[src/rtl/lo_retune_pkg.sv]
package lo_retune_pkg;

  typedef enum logic [1:0] {
    ST_IDLE  = 2'd0,
    ST_ISSUE = 2'd1,
    ST_ACK   = 2'd2,
    ST_DRAIN = 2'd3
  } seq_state_t;

  typedef struct packed {
    logic load;   // capture command slots, clear latency count
    logic issue;  // current lowest pending slot is being sent
    logic count;  // advance latency counter this cycle
  } seq_strobe_t;

endpackage

[src/rtl/lo_retune_ctrl.sv]
module lo_retune_ctrl
  import lo_retune_pkg::*;
(
  input  logic        clk,
  input  logic        rstN,
  input  logic        cmdValid,
  input  logic        cmdEmpty,
  input  logic        morePending,
  input  logic        spiBusy,
  output seq_strobe_t strb,
  output logic        spiStart,
  output logic        retuneDone,
  output logic        seqIdle
);

  seq_state_t stateQ, stateD;
  logic       doneQ, doneD;
  logic       accept;
  logic       finalEdge;

  assign seqIdle    = (stateQ == ST_IDLE) && !doneQ;
  assign accept     = seqIdle && cmdValid;
  assign spiStart   = (stateQ == ST_ISSUE);
  assign finalEdge  = (stateQ == ST_DRAIN) && !spiBusy && !morePending;
  assign retuneDone = doneQ;

  always_comb begin
    stateD = stateQ;
    doneD  = 1'b0;
    unique case (stateQ)
      ST_IDLE: begin
        if (accept) begin
          if (cmdEmpty) doneD  = 1'b1;
          else          stateD = ST_ISSUE;
        end
      end
      ST_ISSUE: stateD = ST_ACK;
      ST_ACK: begin
        if (spiBusy) stateD = ST_DRAIN;
      end
      ST_DRAIN: begin
        if (!spiBusy) begin
          if (morePending) begin
            stateD = ST_ISSUE;
          end else begin
            stateD = ST_IDLE;
            doneD  = 1'b1;
          end
        end
      end
      default: stateD = ST_IDLE;
    endcase
  end

  always_comb begin
    strb.load  = accept;
    strb.issue = spiStart;
    strb.count = (stateQ != ST_IDLE) && !finalEdge;
  end

  always_ff @(posedge clk) begin
    if (!rstN) begin
      stateQ <= ST_IDLE;
      doneQ  <= 1'b0;
    end else begin
      stateQ <= stateD;
      doneQ  <= doneD;
    end
  end

  AST_START_PULSE: assert property (@(posedge clk) disable iff (!rstN)
    spiStart |=> !spiStart);
  AST_START_BUS_QUIET: assert property (@(posedge clk) disable iff (!rstN)
    $rose(spiStart) |-> !$past(spiBusy));
  AST_DONE_PULSE: assert property (@(posedge clk) disable iff (!rstN)
    retuneDone |=> !retuneDone);
  AST_IDLE_NO_START: assert property (@(posedge clk) disable iff (!rstN)
    seqIdle |-> !spiStart);
  AST_DONE_NOT_IDLE: assert property (@(posedge clk) disable iff (!rstN)
    retuneDone |-> !seqIdle);

endmodule

[src/rtl/lo_retune_dp.sv]
module lo_retune_dp
  import lo_retune_pkg::*;
#(
  parameter int NUM_SLOTS = 12,
  parameter int ADDR_W    = 7,
  parameter int DATA_W    = 8,
  parameter int LAT_W     = 16,
  localparam int SEL_W    = (NUM_SLOTS > 1) ? $clog2(NUM_SLOTS) : 1,
  localparam int FRAME_W  = 1 + ADDR_W + DATA_W
)(
  input  logic                        clk,
  input  logic                        rstN,
  input  seq_strobe_t                 strb,
  input  logic [NUM_SLOTS-1:0]        cmdMask,
  input  logic [NUM_SLOTS*ADDR_W-1:0] cmdAddr,
  input  logic [NUM_SLOTS*DATA_W-1:0] cmdData,
  output logic                        cmdEmpty,
  output logic                        morePending,
  output logic [FRAME_W-1:0]          spiFrame,
  output logic [LAT_W-1:0]            latency
);

  logic [NUM_SLOTS-1:0] pendQ;
  logic [ADDR_W-1:0]    addrQ [NUM_SLOTS];
  logic [DATA_W-1:0]    dataQ [NUM_SLOTS];
  logic [SEL_W-1:0]     sel;
  logic [NUM_SLOTS-1:0] selHot;
  logic [LAT_W-1:0]     latQ;

  assign cmdEmpty    = (cmdMask == '0);
  assign morePending = |pendQ;

  // lowest set pending bit wins: receive slots precede transmit slots
  always_comb begin
    sel = '0;
    for (int i = NUM_SLOTS - 1; i >= 0; i--) begin
      if (pendQ[i]) sel = SEL_W'(i);
    end
  end

  always_comb begin
    selHot = '0;
    selHot[sel] = pendQ[sel];
  end

  for (genvar g = 0; g < NUM_SLOTS; g++) begin : g_slot
    always_ff @(posedge clk) begin
      if (!rstN) begin
        addrQ[g] <= '0;
        dataQ[g] <= '0;
      end else if (strb.load) begin
        addrQ[g] <= cmdAddr[g*ADDR_W +: ADDR_W];
        dataQ[g] <= cmdData[g*DATA_W +: DATA_W];
      end
    end
  end

  always_ff @(posedge clk) begin
    if (!rstN) begin
      pendQ <= '0;
    end else if (strb.load) begin
      pendQ <= cmdMask;
    end else if (strb.issue) begin
      pendQ <= pendQ & ~selHot;
    end
  end

  always_ff @(posedge clk) begin
    if (!rstN) begin
      latQ <= '0;
    end else if (strb.load) begin
      latQ <= '0;
    end else if (strb.count && (latQ != '1)) begin
      latQ <= latQ + 1'b1;
    end
  end

  assign spiFrame = {1'b1, addrQ[sel], dataQ[sel]};
  assign latency  = latQ;

  AST_PENDING_DROP: assert property (@(posedge clk) disable iff (!rstN)
    (strb.issue && !strb.load) |=> ($countones(pendQ) + 1 == $past($countones(pendQ))));
  AST_ISSUE_HAS_WORK: assert property (@(posedge clk) disable iff (!rstN)
    strb.issue |-> (pendQ != '0));
  AST_LAT_HOLD: assert property (@(posedge clk) disable iff (!rstN)
    (!strb.load && !strb.count) |=> $stable(latQ));

endmodule

[src/rtl/lo_retune_seq.sv]
module lo_retune_seq
  import lo_retune_pkg::*;
#(
  parameter int SLOTS_PER_PATH = 6,
  parameter int ADDR_W         = 7,
  parameter int DATA_W         = 8,
  parameter int LAT_W          = 16,
  localparam int NUM_SLOTS     = 2 * SLOTS_PER_PATH,
  localparam int FRAME_W       = 1 + ADDR_W + DATA_W
)(
  input  logic                        clk,
  input  logic                        rstN,
  input  logic                        cmdValid,
  input  logic [NUM_SLOTS-1:0]        cmdMask,
  input  logic [NUM_SLOTS*ADDR_W-1:0] cmdAddr,
  input  logic [NUM_SLOTS*DATA_W-1:0] cmdData,
  output logic                        spiStart,
  output logic [FRAME_W-1:0]          spiFrame,
  input  logic                        spiBusy,
  output logic                        retuneDone,
  output logic [LAT_W-1:0]            latency,
  output logic                        seqIdle
);

  seq_strobe_t strb;
  logic        cmdEmpty;
  logic        morePending;

  lo_retune_ctrl u_ctrl (
    .clk         (clk),
    .rstN        (rstN),
    .cmdValid    (cmdValid),
    .cmdEmpty    (cmdEmpty),
    .morePending (morePending),
    .spiBusy     (spiBusy),
    .strb        (strb),
    .spiStart    (spiStart),
    .retuneDone  (retuneDone),
    .seqIdle     (seqIdle)
  );

  lo_retune_dp #(
    .NUM_SLOTS (NUM_SLOTS),
    .ADDR_W    (ADDR_W),
    .DATA_W    (DATA_W),
    .LAT_W     (LAT_W)
  ) u_dp (
    .clk         (clk),
    .rstN        (rstN),
    .strb        (strb),
    .cmdMask     (cmdMask),
    .cmdAddr     (cmdAddr),
    .cmdData     (cmdData),
    .cmdEmpty    (cmdEmpty),
    .morePending (morePending),
    .spiFrame    (spiFrame),
    .latency     (latency)
  );

endmodule

[config.mk]
export PLATFORM = sky130hd
export DESIGN_NAME = lo_retune_seq
export DESIGN_NICKNAME = d
export VERILOG_FILES = /design/src/rtl/lo_retune_pkg.sv /design/src/rtl/lo_retune_ctrl.sv /design/src/rtl/lo_retune_dp.sv /design/src/rtl/lo_retune_seq.sv
export SDC_FILE = /design/constraint.sdc
export NUM_CORES = 1
export LEC_CHECK = 0
export ABC_AREA = 1
export BUFFER_PORTS_ARGS = -buffer_cell sky130_fd_sc_hd__buf_2
export CAP_MARGIN = 40
export CORE_ASPECT_RATIO = 1.25
export CORE_UTILIZATION = 30
export CTS_BUF_LIST = sky130_fd_sc_hd__clkbuf_4 sky130_fd_sc_hd__clkbuf_8 sky130_fd_sc_hd__clkbuf_16
export DETAILED_ROUTE_END_ITERATION = 16
export HOLD_SLACK_MARGIN = 0.02
export SLEW_MARGIN = 20
export SYNTH_ARGS = -nofsm -noshare
export SYNTH_HDL_FRONTEND = slang
export SYNTH_SLANG_ARGS = --single-unit
[constraint.sdc]
create_clock -name clk -period 9.8 [get_ports clk]
set_input_delay 2.94 -clock clk [delete_from_list [all_inputs] [get_ports clk]]
set_output_delay 2.94 -clock clk [all_outputs]
set_load 0.02 [all_outputs]
* After elaboration in Yosys (flattened, before gate mapping) *
Memory sizes are Yosys's and may differ from the RTL's.
Cells that the tools add are included.

storage, ports and cells
  flip-flop bits (word level) = 31
  RAM bits = 180
  input port bits = 196
  output and inout port bits = 35
  word-level logic and storage cells = 120
  memories kept = 2

memories
  memory      depth  width  read ports  clocked after memory_dff  wr ports  RTL line            text
  u_dp.dataQ  12     8      1           0                         12        lo_retune_dp.sv:25  logic [DATA_W-1:0] dataQ [NUM_SLOTS];
  u_dp.addrQ  12     7      1           0                         12        lo_retune_dp.sv:24  logic [ADDR_W-1:0] addrQ [NUM_SLOTS];

cells by class
  add/subtract/negate cells = 1
  magnitude comparators = 2
  eq/ne operators = 8
  muxes and demuxes = 57
  bitwise logic cells = 28
  reductions and logical operators = 18

operator list
  cell                                                               count
  two-way mux 8 bit                                                  12
  two-way mux 7 bit                                                  12
  two-way mux 4 bit                                                  12
  AND 12 bit                                                         2
  two-way mux 12 bit                                                 2
  OR 1 bit                                                           24
  adder 16 x 1 -> 16 bit, second input constant                      1
  != test 16 bit, second input constant                              1
  logical NOT 12 bit                                                 1
  inverter 12 bit                                                    1
  OR reduction 12 bit                                                1
  two-way mux 1 bit                                                  11
  two-way mux 2 bit                                                  4
  one-hot mux 2 bit (4 select lines)                                 1
  logical AND 1 bit                                                  7
  != test 2 bit, second input constant                               3
  less-than comparator 4 x 5 -> 1 bit, second input constant         1
  binary-select mux 1 bit (select 4 bit)                             1
  demux 1 bit (select 4 bit)                                         1
  equality test 2 bit, second input constant                         2
  greater-or-equal comparator 4 x 1 -> 1 bit, second input constant  1
  logical NOT 1 bit                                                  4
  AND reduction 4 bit                                                1
  nonzero test 2 bit                                                 2
  6 further kinds                                                    6

* Longest topological paths before layout *
  depth in word-level cells = 21
  depth in mapped cells = 18

* Hierarchy *
From an unflattened synthesis, not the netlist that was laid out.

second synthesis, totals
  cell total of the unflattened synthesis = 1247
  area, all modules = 10684.0 um^2

by module, submodules not included
  module          times used  cells an instance  area each (um^2)  sequential area each (um^2)
  lo_retune_dp    1           1203               10396.2           5965.7
  lo_retune_ctrl  1           44                 287.8             60.1

* Least setup slack after synthesis *
No wires, ideal clock.

  path type = input to register
  start = in cmdValid
  end = mem u_dp.addrQ[0][0] (enable)
  arrival = 8.265 ns
  path slack = 0.920 ns
  cell stages on the path = 3
  buffers on the path = 1
  path through = nand2_1 > nand2_1 > clkbuf_1

RTL lines
  what             RTL line             text
  start, declared  lo_retune_seq.sv:13  input logic cmdValid,
  end, declared    lo_retune_dp.sv:24

* Final worst setup path *
  start = reg u_dp.pendQ[10]
  end = out spiFrame[2]

between the ends
  word-level cells in the longest chain between the ends = 12

ends and longest elaborated chain
  what                             RTL line             text
  start, declared                  lo_retune_dp.sv:23   logic [NUM_SLOTS-1:0] pendQ;
  start signal, assigned           lo_retune_dp.sv:62   pendQ <= cmdMask;
  start signal, assigned           lo_retune_dp.sv:64   pendQ <= pendQ & ~selHot;
  two-way mux 4 bit (11 in a row)  lo_retune_dp.sv:37   if (pendQ[i]) sel = SEL_W'(i);
  memory read (12 x 8 bit)         -
  end, declared                    lo_retune_seq.sv:18  output logic [FRAME_W-1:0] spiFrame,

Every way passes these cells.

==> flow_summary.toml <==
[outcome]
outcome = "completed"

[route]
dr.pass1.iters = 6
drt_wl_total_um = 31720
via_per_inst = 4.686
initialDrtViolationCount = 631
drtAntennaViolNets = 0
vias = 9148
wl_per_cell_um = 16.25
drcViolationCount = 0

[global_route]
gr-usage-all-layers = 0.1705
antenna_found_initial = 2
grt_max_degree = 82
first_global_vias = 8893
globalRouteOverflowTotal = 0
grt_pass1_wl_um = 47900

[critical_path]
cpMaxStageDelayCell = "nand2_4"
cpMostUsedCell = "nand2_1"
crit_end = "spiFrame[2]"
crit_type = "register to primary output"
crit_start = "u_dp.pendQ[10]"
crit_path_start_kind = "register"
crit_arrival_ns = 4.13
critPathCaptureType = "primary output"
reg2reg_slack_ns = 6.28
r2r_cells = 17
worstReg2RegEnd = "u_dp.pendQ[1]"
slowest_delay_ns = 0.57
crit_chain = "inv_2 > nand2_1 > nand2_1 > nand2_1 > nand2_1 > nand2_1 > nand2_1 > nand2_1 > nand2_4 > nand2_2 > nand2_4 > nand2_2 > buf_16 > nand3_1 > nand3b_1 > nand2_1 > nand3_1 > buf_2"
r2r_start = "u_dp.pendQ[10]"
required_ns = 6.86
critPathMaxFanout = 46

[cells_and_area]
areaGrowthSynthToFinish_pct = 22.22
stdcell_area_um2 = 13200
fin_cells = 1952
nets = 1663
final_layout_size_suffix_gt1_frac = 0.1989
antenna_cells = 0

[sta]
worst_slew_pin_slew_ns = 0.7646
maxSlewHeadroom = 0.4903
slew_violations = 0
rsz0062_at_grt = "no"
hold_viol = 0
finClkSkew_ns = 0.02026
final-setup-viol-count = 0
setup_ws_ns = 2.735
min_period_over_period = 0.7209
setup_tns_ns = 0
fmax_mhz = 141.5
timing.final.crit_period_ns = 7.065

[floorplan]
ioPinCount = 231
die_area_um2 = 36770
fp.dieH_um = 214.2
start_util = 0.3047
fp.dieW_um = 171.7
core_area_um2 = 35450
fp-row-count = 77

[power_and_ir_drop]
combinationalPowerShare = 0.403
finalPower_mw = 3.661
swShare = 0.4129
max-vdd-ir-drop_uv = 174.3
seq_power_share = 0.356
switchingPower_mw = 1.512
p_leak_nw = 6.377
p_int_mw = 2.150
p_per_area_nw_per_um2 = 277.3
clockPowerShare = 0.242

[clock_network]
cts_tree = "built"
cts_max_path_buffers = 3
clkTransAtPathRegs_ns = 0.06
htreeDepth = 1
cts-resized-gates = 0
numCtsBuffers = 24
cts_setup_buffers = 0
ctsRootBufferMaster = "clkbuf_16"
clock_sinks = 211
ctsHoldBuffers = 0
clkLatencyLatePin_ns = 0.52

[min_path]
hold_class = "register to register"

[place]
post-place-ws_ns = 3.170
dpl.cell_count = 1907
dpl.hpwl_um = 22830
io_buffers = 229
gp_congestion = 0.8381
place_area_um2 = 12350

[yosys]
ys.flop_type = "edfxtp_1"
yosysTopAreaCell = "edfxtp_1"
synth_cell_types = 33
synthTopCellsByArea = "edfxtp_1 (50%), inv_1 (9.2%), nand3_1 (7.1%)"
synth_edf_count = 180
synth_most_common_cell = "inv_1"
synth_cells = 1270
seq_area_frac_synth = 0.5579
syn_nets = 1471
syn_avg_cell_area_um2 = 8.505
ys_warn_count = 0
syn_area_um2 = 10800
synth_seq_cells = 211
synthArstFlopShare = 0
synth_top_area_frac = 0.5004
synthTopCellsByCount = "inv_1 (265), nor2_1 (204), edfxtp_1 (180), nand2_1 (165), nand3_1 (153)"

[job]
maxCapViolations = 0
area by class of cell:
cell class | instances | area, um^2
clock buffer | 27 | 640.6
clock inverter | 15 | 125.1
fill | 3793 | 22250
inverter | 269 | 1010
multi-input combinational | 714 | 3411
sequential | 211 | 6026
tap | 474 | 593.1
timing repair buffer | 242 | 1396
cell families (layout without fill, tap and decap cells):
kind of cell	Yosys count	in the layout	share of synthesized area
simple gates	657	657	0.2797
buf+inv	345	553	0.1285
flops	211	211	0.5579
compound gates	44	44	0.02212
xor+xnor	7	7	0.005676
fa+ha+maj	5	5	0.005792
other cells	1	1	0.0003472
power groups by stage:
stage	combinational [mW]	clock, mW	sequential (mW)
6_report	1.47	0.885	1.30
5_1_grt	1.62	0.937	1.32
4_1_cts	1.47	0.899	1.30
3_5_place_dp	1.46	0	1.32
3_3_place_gp	1.39	0	1.32
2_1_floorplan	1.00	0	1.32
through the flow:
step	util	hold slack [ns]
4_1_cts	0.3700	0.5145
5_1_grt	0.3724	0.5411
3_5_place_dp	0.3484	0.5026
3_3_place_gp	0.3448	0.4879
2_1_floorplan	-	0.4848
6_report	0.3724	0.5089
placed cells by master, fill, tap and decap left out, drive strengths merged:
cell      synthesis  final
o22ai            10     10
clkinv            1     12
nor2            206    206
nand3b           16     16
conb              1      1
nor4              5      5
nand2           170    170
dfxtp            31     31
nor3             12     12
bufinv            0      2
clkbuf           39     27
inv             268    269
buf              37    242
o32ai             1      1
o21ai            13     13
or2               1      1
a21oi            19     19
xor2              3      3
nand4            94     94
o21a              1      1
nand3           153    153
ha                5      5
edfxtp          180    180
xnor2             4      4
clkinvlp          0      1
worst max-delay path, delay by kind of cell (launching register included):
family / cells / cell delay [ns]
and+or+nand+nor: 15 / 2.71
DFF: 1 / 0.30
buffers and inverters: 3 / 0.57
worst min path at each step:
stage                            to            start  cells after the start
floorplan             u_dp.pendQ[0]    u_dp.pendQ[0]                      2
global placement    u_dp.latency[3]  u_dp.latency[3]                      2
CTS                 u_dp.latency[7]  u_dp.latency[7]                      2
finish              u_dp.latency[3]  u_dp.latency[3]                      2
global route        u_dp.latency[7]  u_dp.latency[7]                      2
detailed placement  u_dp.latency[7]  u_dp.latency[7]                      2
sequential cells by signal (all words and copies together), names as in the netlist:
register and count:
u_dp.dataQ 96, u_ctrl.retuneDone 1, u_dp.latency 16, u_ctrl.stateQ 2
u_dp.addrQ 84, u_dp.pendQ 12
layer usage:
metal / track usage / wire (um) / part of all wire / vias up
li1: - / - / - / 4501
met3: 0.02012 / 1810 / 0.057 / 64
met1: 0.2119 / 12980 / 0.41 / 4282
met4: 0.06071 / 1055 / 0.033 / 4
met2: 0.3000 / 15860 / 0.50 / 297
met5: 0 / 23 / 0.00073 / -
No activity file was read; power rests on OpenSTA's default activity.
